$ cat src/rtl/secded_pkg.sv
package secded_pkg;

    localparam int DATA_W     = 128;
    localparam int HAM_W      = 8;
    localparam int CHK_W      = HAM_W + 1;
    localparam int CODE_SLOTS = (1 << HAM_W) - 1 - HAM_W;

    typedef enum logic [1:0] {
        RD_CLEAN  = 2'b00,
        RD_FIXED  = 2'b01,
        RD_DOUBLE = 2'b10,
        RD_ADDR   = 2'b11
    } rd_kind_e;

    typedef struct packed {
        logic [HAM_W-1:0] syn;
        logic             odd;
    } syn_t;

    typedef struct packed {
        logic [DATA_W-1:0] data;
        rd_kind_e          kind;
    } rd_out_t;

    // Code position of the idx-th covered bit: the (idx+1)-th integer that
    // is not a power of two. Each power of two not above the running value
    // pushes it up by one.
    function automatic int unsigned code_pos(int unsigned idx);
        int unsigned p;
        p = idx + 1;
        for (int j = 0; j < HAM_W; j++) begin
            if (p >= (32'd1 << j)) p = p + 1;
        end
        return p;
    endfunction

    function automatic logic is_pow2(logic [HAM_W-1:0] v);
        return (v != '0) && ((v & (v - 1'b1)) == '0);
    endfunction

endpackage

$ cat src/rtl/secded_parity.sv
module secded_parity
    import secded_pkg::*;
#(
    parameter int W = 144
) (
    input  logic [W-1:0]     word,
    output logic [CHK_W-1:0] chk
);

    function automatic logic [W-1:0] slot_mask(int unsigned b);
        logic [W-1:0] m;
        int unsigned  p;
        m = '0;
        for (int k = 0; k < W; k++) begin
            p    = code_pos(k);
            m[k] = p[b];
        end
        return m;
    endfunction

    logic [HAM_W-1:0] ham;

    for (genvar b = 0; b < HAM_W; b++) begin : g_ham
        localparam logic [W-1:0] MASK = slot_mask(b);
        assign ham[b] = ^(word & MASK);
    end

    assign chk = {(^word) ^ (^ham), ham};

endmodule

$ cat src/rtl/secded_syndrome.sv
module secded_syndrome
    import secded_pkg::*;
#(
    parameter int W = 144
) (
    input  logic [W-1:0]     word,
    input  logic [CHK_W-1:0] stored,
    output syn_t             s
);

    logic [CHK_W-1:0] fresh;

    secded_parity #(.W(W)) u_recalc (
        .word (word),
        .chk  (fresh)
    );

    assign s.syn = fresh[HAM_W-1:0] ^ stored[HAM_W-1:0];
    assign s.odd = (^word) ^ (^stored);

endmodule

$ cat src/rtl/secded_correct.sv
module secded_correct
    import secded_pkg::*;
(
    input  logic              en,
    input  syn_t              s,
    input  logic [DATA_W-1:0] raw,
    output rd_out_t           res
);

    logic [DATA_W-1:0] hit;
    logic              data_hit;
    logic              syn_zero;
    logic              syn_chk;

    for (genvar k = 0; k < DATA_W; k++) begin : g_hit
        localparam int unsigned POS = code_pos(k);
        assign hit[k] = (s.syn == POS[HAM_W-1:0]);
    end

    assign data_hit = |hit;
    assign syn_zero = (s.syn == '0);
    assign syn_chk  = is_pow2(s.syn);

    always_comb begin
        res.data = raw;
        res.kind = RD_CLEAN;
        if (en) begin
            if (!s.odd) begin
                res.kind = syn_zero ? RD_CLEAN : RD_DOUBLE;
            end else if (syn_zero || syn_chk) begin
                res.kind = RD_FIXED;
            end else if (data_hit) begin
                res.kind = RD_FIXED;
                res.data = raw ^ hit;
            end else begin
                res.kind = RD_ADDR;
            end
        end
    end

endmodule

$ cat src/rtl/secded_addr_ecc.sv
module secded_addr_ecc
    import secded_pkg::*;
#(
    parameter int ADDR_W = 16
) (
    input  logic              clk,
    input  logic              rst,
    input  logic              ecc_en,
    input  logic [127:0]      wr_data,
    input  logic [ADDR_W-1:0] wr_addr,
    output logic [8:0]        wr_chk,
    input  logic              rd_valid,
    input  logic [ADDR_W-1:0] rd_addr,
    input  logic [127:0]      rd_data,
    input  logic [8:0]        rd_chk,
    output logic              rsp_valid,
    output logic [127:0]      rsp_data,
    output logic [1:0]        rsp_kind,
    output logic [ADDR_W-1:0] rsp_err_addr
);

    localparam int WORD_W = DATA_W + ADDR_W;

    if (WORD_W > CODE_SLOTS) begin : g_too_wide
        $error("address too wide for the code positions");
    end

    syn_t              rd_syn;
    rd_out_t           rd_res;
    rd_out_t           res_q;
    logic [ADDR_W-1:0] err_addr_q;
    logic              valid_q;

    secded_parity #(.W(WORD_W)) u_wr_enc (
        .word ({wr_addr, wr_data}),
        .chk  (wr_chk)
    );

    secded_syndrome #(.W(WORD_W)) u_rd_syn (
        .word   ({rd_addr, rd_data}),
        .stored (rd_chk),
        .s      (rd_syn)
    );

    secded_correct u_rd_fix (
        .en  (ecc_en),
        .s   (rd_syn),
        .raw (rd_data),
        .res (rd_res)
    );

    always_ff @(posedge clk) begin
        if (rst) begin
            valid_q    <= 1'b0;
            res_q      <= '{data: '0, kind: RD_CLEAN};
            err_addr_q <= '0;
        end else begin
            valid_q <= rd_valid;
            if (rd_valid) begin
                res_q      <= rd_res;
                err_addr_q <= (rd_res.kind == RD_CLEAN) ? '0 : rd_addr;
            end
        end
    end

    assign rsp_valid    = valid_q;
    assign rsp_data     = res_q.data;
    assign rsp_kind     = res_q.kind;
    assign rsp_err_addr = err_addr_q;

endmodule

$ cat config.mk
export PLATFORM = sky130hd
export DESIGN_NAME = secded_addr_ecc
export DESIGN_NICKNAME = d
export VERILOG_FILES = /design/src/rtl/secded_pkg.sv /design/src/rtl/secded_parity.sv /design/src/rtl/secded_syndrome.sv /design/src/rtl/secded_correct.sv /design/src/rtl/secded_addr_ecc.sv
export SDC_FILE = /design/constraint.sdc
export NUM_CORES = 1
export LEC_CHECK = 0
export ABC_CLOCK_PERIOD_IN_PS = 7200
export BUFFER_PORTS_ARGS = -buffer_cell sky130_fd_sc_hd__buf_2
export CORE_ASPECT_RATIO = 0.5
export CORE_MARGIN = 2
export CORE_UTILIZATION = 56
export CTS_CLUSTER_DIAMETER = 50
export DETAILED_ROUTE_END_ITERATION = 10
export GPL_TIMING_DRIVEN = 0
export PLACE_DENSITY = 0.89
export SETUP_SLACK_MARGIN = 0.2
export SLEW_MARGIN = 20
export SYNTH_ARGS = -nofsm -noshare
export SYNTH_HDL_FRONTEND = slang
export SYNTH_SLANG_ARGS = --single-unit
$ cat constraint.sdc
create_clock -name clk -period 7.2 [get_ports clk]
set_input_delay 0.36 -clock clk [delete_from_list [all_inputs] [get_ports clk]]
set_output_delay 0.36 -clock clk [all_outputs]
set_load 0.05 [all_outputs]
Word level (Yosys, flattened, before mapping)
Cells that the tools add are included.
{"block": "op_classes", "bitwise": 5, "eq_ne": 128, "reduce_logical": 27, "addsub": 1, "muxes": 9}
{"cell": "144-bit parity", "n": 18}
{"cell": "8-bit by 7-bit == test with 1-bit output (second input constant)", "n": 63}
{"cell": "128-bit two-way mux", "n": 3}
{"cell": "8-bit by 6-bit == test with 1-bit output (second input constant)", "n": 31}
{"cell": "130-bit two-way mux", "n": 1}
{"cell": "128-bit OR reduction", "n": 1}
{"cell": "128-bit bitwise XOR", "n": 1}
{"cell": "8-bit by 5-bit == test with 1-bit output (second input constant)", "n": 15}
{"cell": "8-bit == test (second input constant)", "n": 8}
{"cell": "8-bit by 4-bit == test with 1-bit output (second input constant)", "n": 7}
{"cell": "8-bit by 3-bit == test with 1-bit output (second input constant)", "n": 3}
{"cell": "8-bit logical NOT", "n": 2}
{"cell": "16-bit two-way mux", "n": 1}
{"cell": "9-bit parity", "n": 1}
{"cell": "8-bit AND", "n": 1}
{"cell": "8-bit by 2-bit == test with 1-bit output (second input constant)", "n": 1}
{"cell": "2-bit two-way mux", "n": 4}
{"cell": "8-bit nonzero test", "n": 1}
{"cell": "8-bit parity", "n": 1}
{"cell": "8-bit by 1-bit subtractor with 8-bit output (second input constant)", "n": 1}
{"cell": "8-bit bitwise XOR", "n": 1}
{"cell": "2-bit logical NOT", "n": 1}
{"cell": "1-bit bitwise XOR", "n": 2}
{"cell": "1-bit logical AND", "n": 1}
{"cell": "1-bit logical OR", "n": 1}
{"block": "totals", "inputBits": 301, "wordCells": 174, "out_inout_bits": 156, "register_bits": 147}

Logic depth before layout (Yosys ltp)
Gate-level depths: netlist (run 1).
{"block": "depth", "word_depth": 12, "depth_mapped": 14, "ltp_nobuf": 12}

Cells and area by module
From an unflattened synthesis (run 1), not the netlist that was laid out.
{"block": "hier_totals", "cells_unflattened": 1682, "area_unflattened_um2": 15255.9}
{"module": "secded_parity", "seq_area_each_um2": 0.0, "cells_each": 281, "n_inst": 2, "area_per_inst_um2": 2731.4}
{"module": "secded_addr_ecc", "seq_area_each_um2": 2942.8, "cells_each": 494, "n_inst": 1, "area_per_inst_um2": 5275.1}
{"module": "secded_correct", "seq_area_each_um2": 0.0, "cells_each": 475, "n_inst": 1, "area_per_inst_um2": 3071.7}
{"module": "secded_syndrome", "seq_area_each_um2": 0.0, "cells_each": 151, "n_inst": 1, "area_per_inst_um2": 1446.4}

Least setup slack after synthesis (run 1)
OpenSTA, ideal clock, no wires.
{"block": "synth_path", "kind": "in2out", "startpoint": "in wr_data[102]", "endpoint": "out wr_chk[8]", "arrival_time_ns": 3.548, "setup_slack_ns": 3.292, "path_buffers": 0, "stages": 10, "t_required_ns": 6.840, "path_cell_list": "xnor2_1 -> xnor2_1 -> xor2_1 -> xnor2_1 -> xnor3_1 -> xnor3_1 -> xnor2_1 -> xor2_1 -> xnor2_1 -> xnor3_1"}
{"block": "synth_between", "elab_chain_len": 3, "word_cells_on_any_way": 8, "classes_between": "1 x bitwise; 7 x reduce/logical"}
{"element": "from (decl)", "line": "secded_addr_ecc.sv:9", "source": "input logic [127:0] wr_data,"}
{"element": "144-bit parity", "line": "secded_parity.sv:25", "source": "assign ham[b] = ^(word & MASK);"}
{"element": "named net wr_chk[2]", "line": "secded_addr_ecc.sv:11", "source": "output logic [8:0] wr_chk,"}
{"element": "8-bit parity", "line": "secded_parity.sv:28", "source": "assign chk = {(^word) ^ (^ham), ham};"}
{"element": "1-bit bitwise XOR", "line": "secded_parity.sv:28"}
{"element": "to (decl)", "line": "secded_addr_ecc.sv:11"}
The timed path passes the listed nets, and every way through them passes these cells.

Final worst setup path (run 1)
{"block": "layout_path", "startpoint": "in rd_addr[6]", "endpoint": "reg res_q (netlist bit rsp_data[96])"}
{"block": "layout_between", "elab_chain_len": 10, "word_cells_on_any_way": 149, "classes_between": "1 x add/sub; 128 x eq/ne; 4 x mux; 4 x bitwise; 12 x reduce/logical"}
{"element": "from (decl)", "line": "secded_addr_ecc.sv:13", "source": "input logic [ADDR_W-1:0] rd_addr,"}
{"element": "144-bit parity", "line": "secded_parity.sv:25"}
{"element": "8-bit bitwise XOR", "line": "secded_syndrome.sv:18", "source": "assign s.syn = fresh[HAM_W-1:0] ^ stored[HAM_W-1:0];"}
{"element": "8-bit by 1-bit subtractor with 8-bit output", "line": "secded_pkg.sv:38", "source": "return (v != '0) && ((v & (v - 1'b1)) == '0);"}
{"element": "8-bit AND", "line": "secded_pkg.sv:38"}
{"element": "8-bit logical NOT", "line": "secded_pkg.sv:38"}
{"element": "1-bit logical AND", "line": "secded_pkg.sv:38"}
{"element": "1-bit logical OR", "line": "secded_correct.sv:30", "source": "end else if (syn_zero || syn_chk) begin"}
{"element": "128-bit two-way mux", "line": "secded_correct.sv:30"}
{"element": "128-bit two-way mux (*)", "line": "secded_correct.sv:28", "source": "if (!s.odd) begin"}
{"element": "130-bit two-way mux (*)", "line": "secded_correct.sv:27", "source": "if (en) begin"}
{"element": "to (signal assigned)", "line": "secded_addr_ecc.sv:55", "source": "res_q <= '{data: '0, kind: RD_CLEAN};"}
{"element": "to (signal assigned)", "line": "secded_addr_ecc.sv:60", "source": "res_q <= rd_res;"}
{"element": "to (decl)", "line": "secded_addr_ecc.sv:30", "source": "rd_out_t res_q;"}
Mark *: on every way between the ends. The rest lies on a longest branch, timed or not.
A chain may end at the register's enable or synchronous reset.

==> results of run 1 <==
-- worst max path at each step --
stage / cells past startpoint / from / end / slack [ps]
after floorplan: 10 / wr_data[102] / wr_chk[8] / 3290
after global placement: 12 / rd_addr[6] / rsp_data[80] / 1830
after detailed placement: 12 / rd_addr[6] / rsp_data[96] / 1770
after CTS: 12 / rd_addr[6] / rsp_data[96] / 2220
after global routing: 12 / rd_addr[6] / rsp_data[99] / 1900
final: 12 / rd_addr[6] / rsp_data[96] / 1700
-- metal layers --
metal,vias to the layer above,part of all wire [%]
met1,7021,36
met4,6,7.0
li1,6353,-
met2,1217,43
met3,338,14
met5,-,0.059
-- final cells by class --
| type | instances | area [µm²] | area share, % |
|---|---|---|---|
| inverters | 1 | 3.75 | 0.0229 |
| diodes | 10 | 25.0 | 0.153 |
| clock inverters | 10 | 97.6 | 0.595 |
| clock buffers | 22 | 484 | 2.95 |
| repair buffers | 455 | 2280 | 13.9 |
| multi-input cells | 1281 | 9790 | 59.7 |
| plain buffers | 99 | 399 | 2.43 |
| flip-flops and latches | 147 | 2940 | 17.9 |
| well taps | 307 | 384 | 2.34 |
-- critical path: cells and delay by family --
family,cells,cell delay [ps]
AO/OA/AOI/OAI,1,290
AND/OR/NAND/NOR,2,1250
buffers and inverters,3,1210
XOR/XNOR,6,2740
-- registers in the layout (all words and copies together) (netlist names) --
| signal | cells |
|---|---|
| rsp_kind | 2 |
| rsp_valid | 1 |
| rsp_err_addr | 16 |
| rsp_data | 128 |
-- placed cells by master, fill, tap and decap left out, drive strengths merged, types with 2 or more instances in the layout --
master    instances
xor2             99
o2111ai           2
inv               3
o211ai            7
nor4              4
nand2b            4
nand4            10
a211o             2
a22oi            17
nor2            172
nand3            10
a21oi            14
a311oi          123
dfxtp           147
buf             476
diode            10
nor3             10
clkinvlp          3
clkbuf          100
xor3              3
xnor2           449
o21ai           131
o221ai            2
xnor3            34
clkinv            4
nand2            36
a211oi            6
or3             128
a2111oi           3
-- cells by family (layout without fill, tap and decap cells) --
kind of cell	Yosys count	in the layout	synth area share, %
AOI/OAI and AO/OA	319	319	16.9
xor gates and xnor gates	585	585	43.7
DFF	147	147	22.4
buffers and inverters	100	587	3.07
and+or+nand+nor	375	375	13.8
other	0	10	0
adders and majority gates	1	1	0.0762
muxes	1	1	0.0762
-- stage by stage --
stage	utilization [%]	instances
3_3_place_gp	68.9	2290
3_5_place_dp	68.9	2290
4_1_cts	71.4	2322
5_1_grt	71.5	2329
6_report	71.5	2332
2_1_floorplan	-	1528
==> reports/metrics.cfg, run 1 <==
[synth]
yosysTopAreaCell=xnor2_1
synth_nets=1829
yosysWarnings=0
syn_area_um2=13100
synth.avg_cell_area_um2=8.60
synth_top_area_share_pct=29.3
yosys_register_bits=147
yosysMostFrequentCell=xnor2_1
yosysUniqueCellTypes=49
synth_edf_count=0
synthArstFlopShare_pct=0
synth_flop_cell=dfxtp_1
synth_area_leaders=xnor2_1, dfxtp_1, a311oi_1
syn_inst=1528
netlist_top_cells_count=xnor2_1, nor2_1, dfxtp_1, o21ai_0, or3_1
ys_seq_area_share_pct=22.4

[place]
io_buffers=455
place_area_um2=15800
hpwl_um=45400
pre_cts_slack_ps=1770
gp_congestion=1.01

[worst_setup_path]
worstReg2RegStart=rsp_data[113]
start_kind=input port
endpoint_kind=flip-flop
cp.arrival_ps=5860
rr_worst_depth=2
crit_type=input port to flip-flop
crit_chain=buf_2, xnor2_1, xnor2_1, xnor3_1, xnor3_1, xor2_2, xnor2_1, buf_2, nand4_1, clkbuf_1, or3_1, a311oi_1
max_stage_delay_ps=770
path_max_fanout=10
worstPathRequired_ps=7560
crit_top_cell=xnor2_1
crit_path_top_delay_cell=nand4_1
timing.rr.end=rsp_data[113]
ff2ff_setup_slack_ps=6320

[grt]
grt_max_degree=17
grt_pass1_wl_um=83500
grt_use_total_pct=45.4
grt_use_met1_pct=54.0
top_usage_layer=met2
grt_use_met3_pct=17.7
globalRoute.totalOverflow=0
met2_usage_pct=69.1
antenna_found_initial=11
grt_pass1_vias=14300

[clock_tree]
clock_path_buffers=2
clkLatencyLatePin_ps=450
clkSinkCount=147
clockRootBuffer=clkbuf_16
cts_made_buffers=17
cts.repair.resized=0
post_cts_buffers=0
h-tree-depth=4
clkTransAtPathRegs_ps=60
cts_hold_buf=0
cts_tree=built

[die]
ios=457
start_util_pct=57.3
die_w_um=221
coreArea_um2=22900
rows=39
die_h_um=112
die_area_um2=24800

[routing]
firstDrtPassIters=6
vias=14900
ant_nets=0
drtIter0Drc=2222
post-route-drc-count=0
drt-total-wl_um=58000
wire_per_inst_um=24.9
viasPerCell=6.40

[sta]
max-slew-margin-rel_pct=30.8
fmax_mhz=182
whs_ps=177
setup_tns_ps=0
setup_viol=0
fin_skew_ps=0
hold_viol=0
worst_pin_slew_ps=1030
slew_violations=0
fin_ws_ps=1700
grt_setup_unrepaired=no
post-route-period-util_pct=76.5
min_period_ps=5500

[worst_hold_path]
whs_path_depth=3
hold_class=input port to flip-flop
hold-path-endpoint=rsp_err_addr[11]
min_from=rd_addr[11]

[cells_and_area]
syn_to_final_growth_pct=24.9
post-route-cell-area_um2=16400
layout-drive-gt1-share_pct=25.9
n_fill_cell=1760
nNetsFinal=2303

[run]
maxCapViolCount=0

[status]
status=completed

Power of run 1 is left out: the tool's default activity adds up to more than one toggle a clock period on the data nets, which glitch-free logic cannot reach.
==> run 2, diff against run 1 <==
- ABC_CLOCK_PERIOD_IN_PS: 7200 -> 5300
- CORE_UTILIZATION: 56 -> 52
- PLACE_DENSITY: 0.89 -> 0.84
- clock period: 7.2 -> 5.3 ns (I/O delays scaled with it)
==> run 2 against run 1 <==
First-iteration DRC count up 11%. Global-route usage down 4.1 points. Routed wire length down 1.4%. Core utilization down 5.6 points. Register-to-register slack worse by 1900 ps. Non-clock buffer count unchanged. Cell area up 0.45%. Worst setup slack worse by 1600 ps. Cell count up 1.5%. Critical path depth unchanged. Flip-flop and latch count unchanged. Hold slack worse by 100 ps. Critical path type unchanged. Largest cell class unchanged.
==> reports/metrics.cfg, run 2 (synthesis gave the netlist of run 1 again) <==
[die]
coreArea_um2=25000
die_w_um=229
die_area_um2=26600
start_util_pct=52.6
rows=41
die_h_um=116
ios=457

[routing]
drtIter0Drc=2460
post-route-drc-count=0
wire_per_inst_um=24.1
firstDrtPassIters=6
vias=14700
ant_nets=0
viasPerCell=6.19
drt-total-wl_um=57200

[place]
gp_congestion=1.04
hpwl_um=44600
io_buffers=455

[grt]
grt_pass1_vias=13600
antenna_found_initial=7
grt_use_total_pct=41.3
grt_pass1_wl_um=81200
globalRoute.totalOverflow=0
grt_max_degree=17

[sta]
fin_skew_ps=0
setup_viol=0
post-route-period-util_pct=98.5
grt_setup_unrepaired=no
fmax_mhz=192
slew_violations=0
max-slew-margin-rel_pct=21.8
setup_tns_ps=0
min_period_ps=5220
worst_pin_slew_ps=1170
hold_viol=0

[clock_tree]
cts.repair.resized=0
h-tree-depth=4
cts_made_buffers=17
cts_tree=built
cts_hold_buf=0
clkSinkCount=147
post_cts_buffers=0
clkLatencyLatePin_ps=470
clock_path_buffers=2
clkTransAtPathRegs_ps=60
clockRootBuffer=clkbuf_16

[worst_setup_path]
crit_family=XOR/XNOR gates
crit_buf_inv=3
worstPathRequired_ps=5670
crit_chain=buf_2, xnor2_1, xnor2_1, xnor3_1, xnor3_1, xor2_2, xnor2_1, buf_2, nand4_1, clkbuf_1, or3_1, a311oi_1
crit_path_top_delay_cell=nand4_1
crit_type=input port to flip-flop
max_stage_delay_ps=770
worstReg2RegStart=rsp_data[57]
start_kind=input port
crit_top_cell=xnor2_1
cp.arrival_ps=5590
cp-startpoint=rd_addr[6]
endpoint_kind=flip-flop
path_max_fanout=10

[cells_and_area]
largest_reg_flops=128
final_common_cell=buf_2
syn_to_final_growth_pct=25.4
layout_common_cells=buf_2, xnor2_1, nor2_1
layout-drive-gt1-share_pct=25.8
nNetsFinal=2303

[worst_hold_path]
min_from=rd_addr[7]
hold_class=input port to flip-flop

[run]
maxCapViolCount=0

[status]
status=completed

==> run 2: cell count changes in the layout (fill, tap and decap cells not counted), sizes merged <==
| cell | previous run | this run |
|---|---|---|
| bufinv | 1 | 3 |
| clkbuf | 100 | 99 |
| clkinv | 4 | 5 |
| clkinvlp | 3 | 1 |
| diode | 10 | 9 |
==> run 2: final timing paths <==
path                          end  cells past startpoint  slack, ps
hold / removal    rsp_err_addr[7]                      3         70
setup reg to reg     rsp_data[57]                      2       4440
hold reg to reg      rsp_data[35]                      2        480
setup / recovery     rsp_data[99]                     12         80
==> run 2: worst min-delay path, cell delays in order <==
cell and delay (ps):
buf_2 100, a22oi_1 60, nor2_1 80
==> run 2: final cells by class <==
cell class,instances,area [µm²]
multi-input combinational,1281,9790
fill,2154,8510
sequential,147,2940
timing repair buffer,455,2280
clock buffer,21,460
tap,344,430
buffer,99,399
clock inverter,11,151
antenna,9,22.5
inverter,1,3.75
==> run 2: routing by layer <==
layer	track usage (%)	vias up	wire length, µm	part of all wire, %
met2	64.2	1169	24800	43
met5	0	-	0	0
met4	25.0	0	3890	6.8
met1	49.7	6834	20800	36
li1	-	6346	-	-
met3	15.0	311	7720	13
==> run 2: through the flow <==
step / setup WS [ps] / cell area (µm²) / instances / util [%] / hold WS, ps
3_3_place_gp: 101 / 15800 / 2327 / 63.4 / 473
6_report: 81.7 / 16500 / 2368 / 66.0 / 73.1
4_1_cts: 549 / 16500 / 2359 / 65.9 / 77.9
5_1_grt: 272 / 16500 / 2365 / 65.9 / 89.0
2_1_floorplan: 1580 / 13100 / 1528 / - / 409
3_5_place_dp: 79.6 / 15800 / 2327 / 63.4 / 473
Power of run 2 is left out for the same reason.
